### src/rtl/insn_predecode_pkg.sv
package insn_predecode_pkg;

  typedef enum logic [2:0] {
    LEN_16   = 3'd0,
    LEN_32   = 3'd1,
    LEN_48   = 3'd2,
    LEN_64   = 3'd3,
    LEN_RSVD = 3'd4
  } ilen_e;

  // Register-field use mask: bit 0 = rd, bit 1 = rs1, bit 2 = rs2
  localparam int NUM_FIELDS = 3;
  typedef logic [NUM_FIELDS-1:0] reg_use_t;

  localparam int USE_RD  = 0;
  localparam int USE_RS1 = 1;
  localparam int USE_RS2 = 2;

  // Field positions shared by every 32-bit format
  localparam int RD_LSB  = 7;
  localparam int RS1_LSB = 15;
  localparam int RS2_LSB = 20;
  localparam int SYS_IMM_BIT = 14;

endpackage

### src/rtl/insn_len_decode.sv
module insn_len_decode
  import insn_predecode_pkg::*;
#(
  parameter int PARCEL_W = 16
) (
  input  logic [PARCEL_W-1:0] parcel,
  output ilen_e               len,
  output logic                degenerate
);

  // Length follows a priority chain over the lowest bits of the parcel
  always_comb begin
    if (parcel[1:0] != 2'b11) begin
      len = LEN_16;
    end else if (parcel[4:2] != 3'b111) begin
      len = LEN_32;
    end else if (!parcel[5]) begin
      len = LEN_48;
    end else if (!parcel[6]) begin
      len = LEN_64;
    end else begin
      len = LEN_RSVD;
    end
  end

  // Blank or erased memory reads as a uniform parcel
  assign degenerate = (parcel == '0) || (parcel == '1);

endmodule

### src/rtl/insn_reg_usage.sv
module insn_reg_usage
  import insn_predecode_pkg::*;
(
  input  logic [4:0] major,
  input  logic       sys_imm,
  output reg_use_t   use_mask
);

  always_comb begin
    use_mask = '0;
    unique case (major)
      5'b01101, 5'b00101, 5'b11011: begin
        use_mask[USE_RD] = 1'b1;
      end
      5'b01000, 5'b11000: begin
        use_mask[USE_RS1] = 1'b1;
        use_mask[USE_RS2] = 1'b1;
      end
      5'b00000, 5'b00100, 5'b11001, 5'b00011, 5'b00110: begin
        use_mask[USE_RD]  = 1'b1;
        use_mask[USE_RS1] = 1'b1;
      end
      5'b11100: begin
        use_mask[USE_RD]  = 1'b1;
        use_mask[USE_RS1] = !sys_imm;
      end
      default: begin
        use_mask = '1;
      end
    endcase
  end

endmodule

### src/rtl/insn_reg_range.sv
module insn_reg_range
  import insn_predecode_pkg::*;
#(
  parameter int IDX_W     = 5,
  parameter int NUM_SMALL = 16
) (
  input  logic                            chk_en,
  input  reg_use_t                        use_mask,
  input  logic [NUM_FIELDS-1:0][IDX_W-1:0] idx,
  output logic                            viol
);

  localparam int CMP_W = IDX_W + 1;
  localparam logic [CMP_W-1:0] LIMIT = CMP_W'(NUM_SMALL);

  logic [NUM_FIELDS-1:0] hit;

  for (genvar f = 0; f < NUM_FIELDS; f++) begin : g_field
    assign hit[f] = use_mask[f] && ({1'b0, idx[f]} >= LIMIT);
  end

  assign viol = chk_en && (|hit);

endmodule

### src/rtl/insn_predecode.sv
module insn_predecode
  import insn_predecode_pkg::*;
#(
  parameter int WORD_W    = 32,
  parameter int PARCEL_W  = 16,
  parameter int IDX_W     = 5,
  parameter int NUM_SMALL = 16
) (
  input  logic              clk,
  input  logic              rst_n,
  input  logic              in_valid,
  input  logic [WORD_W-1:0] in_word,
  input  logic              small_regs,
  output logic              out_valid,
  output logic [2:0]        out_len,
  output logic              out_illegal
);

  localparam int HI_LSB = RS2_LSB + IDX_W;

  ilen_e    len_c;
  logic     degen_c;
  reg_use_t use_c;
  logic     viol_c;
  logic     chk_en_c;
  logic [NUM_FIELDS-1:0][IDX_W-1:0] idx_c;

  ilen_e    len_d, len_q;
  logic     ill_d, ill_q;
  logic     vld_d, vld_q;

  logic     unused_hi;
  assign unused_hi = ^in_word[WORD_W-1:HI_LSB];

  insn_len_decode #(.PARCEL_W(PARCEL_W)) u_len (
    .parcel     (in_word[PARCEL_W-1:0]),
    .len        (len_c),
    .degenerate (degen_c)
  );

  insn_reg_usage u_use (
    .major    (in_word[6:2]),
    .sys_imm  (in_word[SYS_IMM_BIT]),
    .use_mask (use_c)
  );

  assign idx_c[USE_RD]  = in_word[RD_LSB  +: IDX_W];
  assign idx_c[USE_RS1] = in_word[RS1_LSB +: IDX_W];
  assign idx_c[USE_RS2] = in_word[RS2_LSB +: IDX_W];
  assign chk_en_c       = small_regs && (len_c == LEN_32);

  insn_reg_range #(.IDX_W(IDX_W), .NUM_SMALL(NUM_SMALL)) u_range (
    .chk_en   (chk_en_c),
    .use_mask (use_c),
    .idx      (idx_c),
    .viol     (viol_c)
  );

  // Next-state logic
  always_comb begin
    vld_d = in_valid;
    len_d = len_q;
    ill_d = ill_q;
    if (in_valid) begin
      len_d = len_c;
      ill_d = degen_c || (len_c == LEN_RSVD) || viol_c;
    end
  end

  // State registers
  always_ff @(posedge clk or negedge rst_n) begin
    if (!rst_n) begin
      vld_q <= 1'b0;
      len_q <= LEN_16;
      ill_q <= 1'b0;
    end else begin
      vld_q <= vld_d;
      len_q <= len_d;
      ill_q <= ill_d;
    end
  end

  assign out_valid   = vld_q;
  assign out_len     = len_q;
  assign out_illegal = ill_q;

  p_valid_rise_r9: assert property (@(posedge clk) disable iff (!rst_n)
    in_valid |=> out_valid);

  p_valid_drop_r9: assert property (@(posedge clk) disable iff (!rst_n)
    !in_valid |=> !out_valid);

  p_hold_r9: assert property (@(posedge clk) disable iff (!rst_n)
    !in_valid |=> ($stable(out_len) && $stable(out_illegal)));

  p_zero_parcel_r4: assert property (@(posedge clk) disable iff (!rst_n)
    (in_valid && in_word[PARCEL_W-1:0] == '0) |=> out_illegal);

  p_ones_parcel_r4: assert property (@(posedge clk) disable iff (!rst_n)
    (in_valid && in_word[PARCEL_W-1:0] == '1) |=> out_illegal);

  p_rsvd_flag_r3: assert property (@(posedge clk) disable iff (!rst_n)
    (out_valid && out_len == LEN_RSVD) |-> out_illegal);

  p_full_mode_r5: assert property (@(posedge clk) disable iff (!rst_n)
    (in_valid && !small_regs && in_word[6:0] != 7'h7F &&
     in_word[PARCEL_W-1:0] != '0 && in_word[PARCEL_W-1:0] != '1) |=> !out_illegal);

  p_short_r8: assert property (@(posedge clk) disable iff (!rst_n)
    (in_valid && in_word[1:0] != 2'b11 && in_word[PARCEL_W-1:0] != '0) |=> !out_illegal);

endmodule

### config.mk
export PLATFORM = sky130hd
export DESIGN_NAME = insn_predecode
export DESIGN_NICKNAME = d
export VERILOG_FILES = /design/src/rtl/insn_predecode_pkg.sv /design/src/rtl/insn_len_decode.sv /design/src/rtl/insn_reg_usage.sv /design/src/rtl/insn_reg_range.sv /design/src/rtl/insn_predecode.sv
export SDC_FILE = /design/constraint.sdc
export NUM_CORES = 1
export LEC_CHECK = 0
export ABC_AREA = 1
export BUFFER_PORTS_ARGS = -buffer_cell sky130_fd_sc_hd__buf_2
export CORE_AREA = 2 2 39 41
export CTS_BUF_LIST = sky130_fd_sc_hd__clkbuf_2
export CTS_CLUSTER_DIAMETER = 150
export DETAILED_ROUTE_END_ITERATION = 10
export DIE_AREA = 0 0 41 43
export PLACE_DENSITY = 0.76
export SKIP_CTS_REPAIR_TIMING = 1
export SYNTH_ARGS = -nofsm -noshare
export SYNTH_HDL_FRONTEND = slang
export SYNTH_SLANG_ARGS = --single-unit
### constraint.sdc
create_clock -name clk -period 0.9 [get_ports clk]
set_input_delay 0.045 -clock clk [delete_from_list [all_inputs] [get_ports clk]]
set_output_delay 0.045 -clock clk [all_outputs]
set_load 0.01 [all_outputs]
==> metrics.md, run 1 <==
| Metric | Value |
|---|---|
| Share of the yosys chip area belonging to registers | 0.3175 |
| Via count of the first global-routing pass | 454 |
| Highest attainable clock frequency | 1296 MHz |
| Die outline area | between 1500 and 2000 µm² |
| Yosys top cell area share | 0.3175 |
| Number of hold-slack violations in the final timing report | 0 |
| Total wire length | 969 µm |
| Grt ovf | 0 |
| Layout Cell Area excl Fill | 599.3 µm² |
| Final count of pins violating max slew | 0 |
| Die width | 41 µm |
| Number of placed I/O pins | 41 |
| CP max FO | 2 |
| Clock network latency to the later pin of the worst-skew pair | 0.21 ns |
| Final Util | 0.4331 |
| CTS Root Cell | clkbuf_2 |
| Share of layout cells above drive strength 1 | 0.3878 |
| Number of detailed-route iterations in the first pass | 2 |
| MaxCap Viol Count | 0 |
| Slew at the pin with the worst max-slew slack | between 0.2 and 0.25 ns |
| Most area-consuming cells after synthesis | dfrtp_1, nor2_1, nand2_1 |
| Synth Instances | between 60 and 70 |
| Die extent in y | approximately 43 µm |
| GRT Overall Usage | 0.1211 |
| Average vias per placed instance | 4.342 |
| Final routed wire length divided by cell count | approximately 8.5 µm |
| Internal reg-to-reg setup slack | 0.18 ns |
| Vias after detailed routing | 495 |
| Final count of negative-setup-slack endpoints | 0 |
| Class of the tightest hold or removal check | in2reg |
| Multi-input gate area | about 240 µm² |
| Count of unique library cells instantiated by Yosys | 18 |
| Post-route worst setup slack | 0.1283 ns |
| Unrepaired setup endpoints after global routing | no |
| Number of buffer and inverter stages on the critical path | 1 |
| WHS | 0.09714 ns |
| Maximum resistive drop on vdd | a little under 0.3 mV |
| Drt first-iter violations | 3 |
| Final estimated routing congestion in global placement | ~0.8 |
| Clock tree skew after final layout | 0 ns |
| Cells along the critical path | buf_2 |
| Relative contribution of combinational cells to total power | 0.284 |
| Fill cell count | between 150 and 200 |
| Pin count of the biggest net entering global routing | 7 |
| Longest individual stage delay on the worst path | 0.37 ns |
| CTS HTree Levels | 1 |
| Final antenna-violating net count | 0 |
| Reg2reg start | out_len[0] |
| Largest delay contributor family on the critical path | flip-flops |
| Reg-to-Reg End | out_len[0] |
| Antenna violations before repair | 0 |
| Net count of the finished layout | roughly 140 |
| Slowest cell on the critical path | dfrtp_1 |
| CTS Buffer Depth | 2 |
| First-pass GRT wire length | 1490 µm |
| Tcrit/Tclk final | 0.8575 |
| Final Power | ~0.00062 W |
| WS Path Type | reg2out |
| Net count of the mapped netlist | 100 |
| Part of the power in the clock network | 0.323 |
| Dpl hpwl | about 840 µm |
| Total number of clock tree sinks | 5 |
| Number of design rule violations left after detail routing | 0 |
| Synth-to-layout area growth | 52.06% |
| Share of power burned in registers | 0.393 |
| Library cell occupying the most area in the post-synthesis netlist | dfrtp_1 |
| Sw power | 0.0001820 W |
| Combined flip-flop and latch cell area | 125.1 µm² |
| Synth Warn # | 0 |
| Post-Syn Area | roughly 400 µm² |
| CP endpoint | out_illegal |
| Post-Place Worst Slack | -0.06582 ns |
| Mapped Avg Cell Area | between 6 and 7 µm² |
| Floorplan row count | 14 |
| Number of buffers inserted by port buffering | 26 |
| Initial Utilization | 0.2848 |
| Crit path launch | out_illegal |
| Outcome | completed |
| Endpoint arrival time on the critical path | 0.73 ns |
| Core region area | 1384 µm² |
| Required @ worst endpoint | 0.85 ns |
| Count of cells along the worst register-to-register path | 1 |
| Number of logic stages on the critical path including buffering | 1 |
| Clock-pin slew on the worst setup and hold paths | 0.06 ns |
| Sw Ratio | 0.2916 |
| Remaining max-slew budget at the tightest pin | 0.8401 |
| Post-Place Cell Area | 559.3 µm² |
| Internal cell power | 0.0004422 W |
| Static power due to leakage | 0.3421 nW |
| Yosys reg bits | 5 |
| Element type at the critical path end | output pin |
| Clock tree from TritonCTS | done |
| Period minus WS final | 0.7717 ns |
| Number of buffers inserted during clock tree synthesis | 3 |
| Number of inserted diodes | 0 |
| Startpoint kind of the worst setup timing path | flop |
| Total power per unit cell area | 1042 nW/µm² |
-- worst min-delay path by stage --
stage                     slack [ns]          end  startpoint  depth (start not counted)
after detailed placement       -0.14    out_valid       rst_n                          1
after floorplan                -0.25  out_illegal       rst_n                          0
after global placement         -0.14    out_valid       rst_n                          1
after CTS                      -0.38    out_valid       rst_n                          1
final                            0.1   out_len[2]    in_valid                          2
after global routing            0.09   out_len[2]    in_valid                          2
-- cells in the final DEF (no fill, tap or decap), drive strengths merged, types with 2 or more instances in the layout --
master / count
nand3: 5
buf: 28
inv: 7
nor2: 21
clkbuf: 4
dlygate4sd3: 2
dfrtp: 5
nand2: 16
a21oi: 2
-- layout make-up --
cell class | count | share of cell area
inverter | 7 | 0.04384
clock buffer | 4 | 0.03340
multi-input combinational | 52 | 0.4050
sequential | 5 | 0.2088
tap | 16 | 0.03340
timing repair buffer | 30 | 0.2756
-- kinds of logic (layout without fill, tap and decap cells) --
kind of cell / Yosys count / count (layout) / share of synthesized area
AOI/OAI and AO/OA: 8 / 8 / 0.1492
buffers and inverters: 7 / 41 / 0.06668
DFF: 5 / 5 / 0.3175
and+or+nand+nor: 44 / 44 / 0.4667
-- flip-flops by register name (all words and copies together), names as in the netlist --
register / cells
out_len: 3
out_valid: 1
out_illegal: 1
-- per-layer routing --
| metal | GRT usage | part of all wire |
|---|---|---|
| met5 | 0 | 0 |
| met4 | 0.08000 | 0 |
| met3 | 0.01571 | 0.052 |
| met1 | 0.1051 | 0.41 |
| met2 | 0.2281 | 0.54 |
-- cells in the mapped netlist --
library cell,count
dfrtp_1,5
a22o_1,1
nand3b_1,1
a21boi_0,1
o21a_1,1
o21ai_0,1
a21oi_2,1
nor3_1,1
nand2_1,15
a32o_1,1
nand3_1,5
inv_2,2
nand2_2,1
a21oi_1,1
nor2_1,19
inv_1,5
a31oi_1,1
nor2_2,2
-- power by group through the flow --
stage / clock network, W / registers (W) / logic, W
floorplan: 0 / 0.000256 / 0.0000733
global placement: 0 / 0.000248 / 0.000169
detailed placement: 0 / 0.000249 / 0.000173
CTS: 0.000214 / 0.000245 / 0.000173
global route: 0.000228 / 0.000247 / 0.000203
finish: 0.000202 / 0.000245 / 0.000177
-- per-stage QoR --
step / TNS (ns) / instances
finish: 0 / 114
global route: 0 / 114
CTS: 0 / 112
detailed placement: -0.06582 / 108
global placement: -0.03970 / 108
floorplan: 0 / 64
Power figures use the tool's default switching activity.
==> run 2: changes to the inputs <==
Settings changed: SETUP_SLACK_MARGIN from default to 0.4.
==> metrics.md, run 2 (synthesized netlist as in run 1, its figures left out) <==
| Metric | Value |
|---|---|
| Via count of the first global-routing pass | 441 (was 454) |
| Number of buffer and inverter stages on the critical path | 1 (unchanged) |
| Number of flip-flops in the largest register | 3 (unchanged) |
| Slew at the pin with the worst max-slew slack | 0.1749 ns (was 0.2390 ns) |
| Fill cell count | 154 (was 159) |
| Net count of the finished layout | 136 (was 135) |
| Synth-to-layout area growth | 79.37% (was 52.06%) |
| Unrepaired setup endpoints after global routing | yes (was no) |
| Grt ovf | 0 (unchanged) |
| Combined flip-flop and latch cell area | 125.1 µm² (unchanged) |
| Post-Place Worst Slack | -0.05248 ns (was -0.06582 ns) |
| Pin count of the biggest net entering global routing | 7 (unchanged) |
| Largest delay contributor family on the critical path | flip-flops (unchanged) |
| Multi-input gate area | 295.3 µm² (was 242.7 µm²) |
| Required @ worst endpoint | 0.85 ns (about the same) |
| CTS HTree Levels | 1 (unchanged) |
| Final count of pins violating max slew | 0 (unchanged) |
| Final routed wire length divided by cell count | 9.470 µm (was 8.500 µm) |
| Initial Utilization | 0.2848 (unchanged) |
| Total power per unit cell area | 960.4 nW/µm² (was 1042 nW/µm²) |
| Worst Hold Launch | in_valid (unchanged) |
| Period minus WS final | 0.7649 ns (was 0.7717 ns) |
| Final count of negative-setup-slack endpoints | 0 (unchanged) |
| Total number of clock tree sinks | 5 (unchanged) |
| Clock tree skew after final layout | 0 ns (unchanged) |
| Post-Place Cell Area | 608.1 µm² (was 559.3 µm²) |
| Crit path launch | out_len[1] (was out_illegal) |
| Core region area | 1384 µm² (unchanged) |
| Layout Cell Area excl Fill | 706.9 µm² (was 599.3 µm²) |
| Dpl hpwl | 928.1 µm (was 840.9 µm) |
| Longest individual stage delay on the worst path | 0.39 ns (was 0.37 ns) |
| Class of the tightest hold or removal check | in2reg (unchanged) |
| Vias after detailed routing | 517 (was 495) |
| Floorplan row count | 14 (unchanged) |
| Clock-pin slew on the worst setup and hold paths | 0.05 ns (was 0.06 ns) |
| Clock network latency to the later pin of the worst-skew pair | 0.20 ns (was 0.21 ns) |
| Clock tree from TritonCTS | done (unchanged) |
| Remaining max-slew budget at the tightest pin | 0.8825 (was 0.8401) |
| CTS Root Cell | clkbuf_2 (unchanged) |
| Final antenna-violating net count | 0 (unchanged) |
| Setup TNS | 0 ns (unchanged) |
| Highest attainable clock frequency | 1307 MHz (was 1296 MHz) |
| Endpoint arrival time on the critical path | 0.72 ns (was 0.73 ns) |
| Antenna violations before repair | 0 (unchanged) |
| Share of layout cells above drive strength 1 | 0.4646 (was 0.3878) |
| Slowest cell on the critical path | dfrtp_1 (unchanged) |
| Final Util | 0.5109 (was 0.4331) |
| GRT Overall Usage | 0.1311 (was 0.1211) |
| WHS | 0.01039 ns (was 0.09714 ns) |
| Most frequent cells in the layout | buf_2, nor2_1, nand2_1, buf_6 (was buf_2, nor2_1, nand2_1) |
| Number of inserted diodes | 0 (unchanged) |
| Total wire length | 1089 µm (was 969 µm) |
| First-pass GRT wire length | 1642 µm (was 1490 µm) |
| Die width | 41 µm (unchanged) |
| Number of buffers inserted by port buffering | 26 (unchanged) |
| Element type at the critical path end | output pin (unchanged) |
| CTS Buffer Depth | 2 (unchanged) |
| Outcome | completed (unchanged) |
| Number of placed I/O pins | 41 (unchanged) |
| Drt first-iter violations | 4 (was 3) |
| Static power due to leakage | 0.3693 nW (was 0.3421 nW) |
| Cells along the critical path | buf_6 (was buf_2) |
| CP max FO | 2 (unchanged) |
| MaxCap Viol Count | 0 (unchanged) |
| WS Path Type | reg2out (unchanged) |
| Die extent in y | 43 µm (unchanged) |
| Final estimated routing congestion in global placement | 0.8040 (was 0.8004) |
| Number of design rule violations left after detail routing | 0 (unchanged) |
| Startpoint kind of the worst setup timing path | flop (unchanged) |
| Reg2reg start | out_len[1] (was out_len[0]) |
| Die outline area | 1763 µm² (unchanged) |
| Maximum resistive drop on vdd | 0.3135 mV (was 0.2958 mV) |
| Average vias per placed instance | 4.496 (was 4.342) |
| Number of detailed-route iterations in the first pass | 3 (was 2) |
| Most common cell after layout, fill and taps aside | buf_2 (unchanged) |
| Number of buffers inserted during clock tree synthesis | 3 (unchanged) |
| Number of hold-slack violations in the final timing report | 0 (unchanged) |
| Post-route worst setup slack | 0.1351 ns (was 0.1283 ns) |
| Tcrit/Tclk final | 0.8498 (was 0.8575) |
run 2: metrics by stage:
step / power (W) / std cells
6_report: 0.0006790 / 115
5_1_grt: 0.0007461 / 115
4_1_cts: 0.0006542 / 114
3_5_place_dp: 0.0004473 / 110
3_3_place_gp: 0.0004422 / 110
2_1_floorplan: 0.0003384 / 64
run 2: layout make-up:
| class | instances | area share |
|---|---|---|
| Inverter | 7 | 0.05133 |
| Clock buffer | 4 | 0.02832 |
| Multi-Input combinational cell | 52 | 0.4177 |
| Sequential cell | 5 | 0.1770 |
| Timing Repair Buffer | 31 | 0.2973 |
| Tap cell | 16 | 0.02832 |
run 2: path summary, 6_finish.rpt:
| path | endpoint | slack, ns | cells after the start |
|---|---|---|---|
| max in group asynchronous | out_len[0] | 0.58 | 2 |
| min in group asynchronous | out_illegal | 0.19 | 2 |
| setup reg to reg | out_len[1] | 0.19 | 1 |
| setup / recovery | out_len[1] | 0.14 | 1 |
| hold reg to reg | out_len[2] | 0.49 | 1 |
| hold / removal | out_valid | 0.01 | 1 |
run 2: report_power, final:
group          total, W  internal, W  switching [W]
Sequential     0.000246     0.000239     0.00000700
Clock          0.000199     0.000118      0.0000809
Combinational  0.000234     0.000118       0.000117
Total          0.000679     0.000474       0.000204
run 2: per-layer routing:
metal / vias to the layer above / wire (µm) / track usage / part of all wire
met1: 222 / 414 / 0.1497 / 0.38
met4: 0 / 0 / 0.04000 / 0
li1: 280 / - / - / -
met3: 0 / 66 / 0.01571 / 0.061
met5: - / 0 / 0 / 0
met2: 15 / 608 / 0.2344 / 0.56
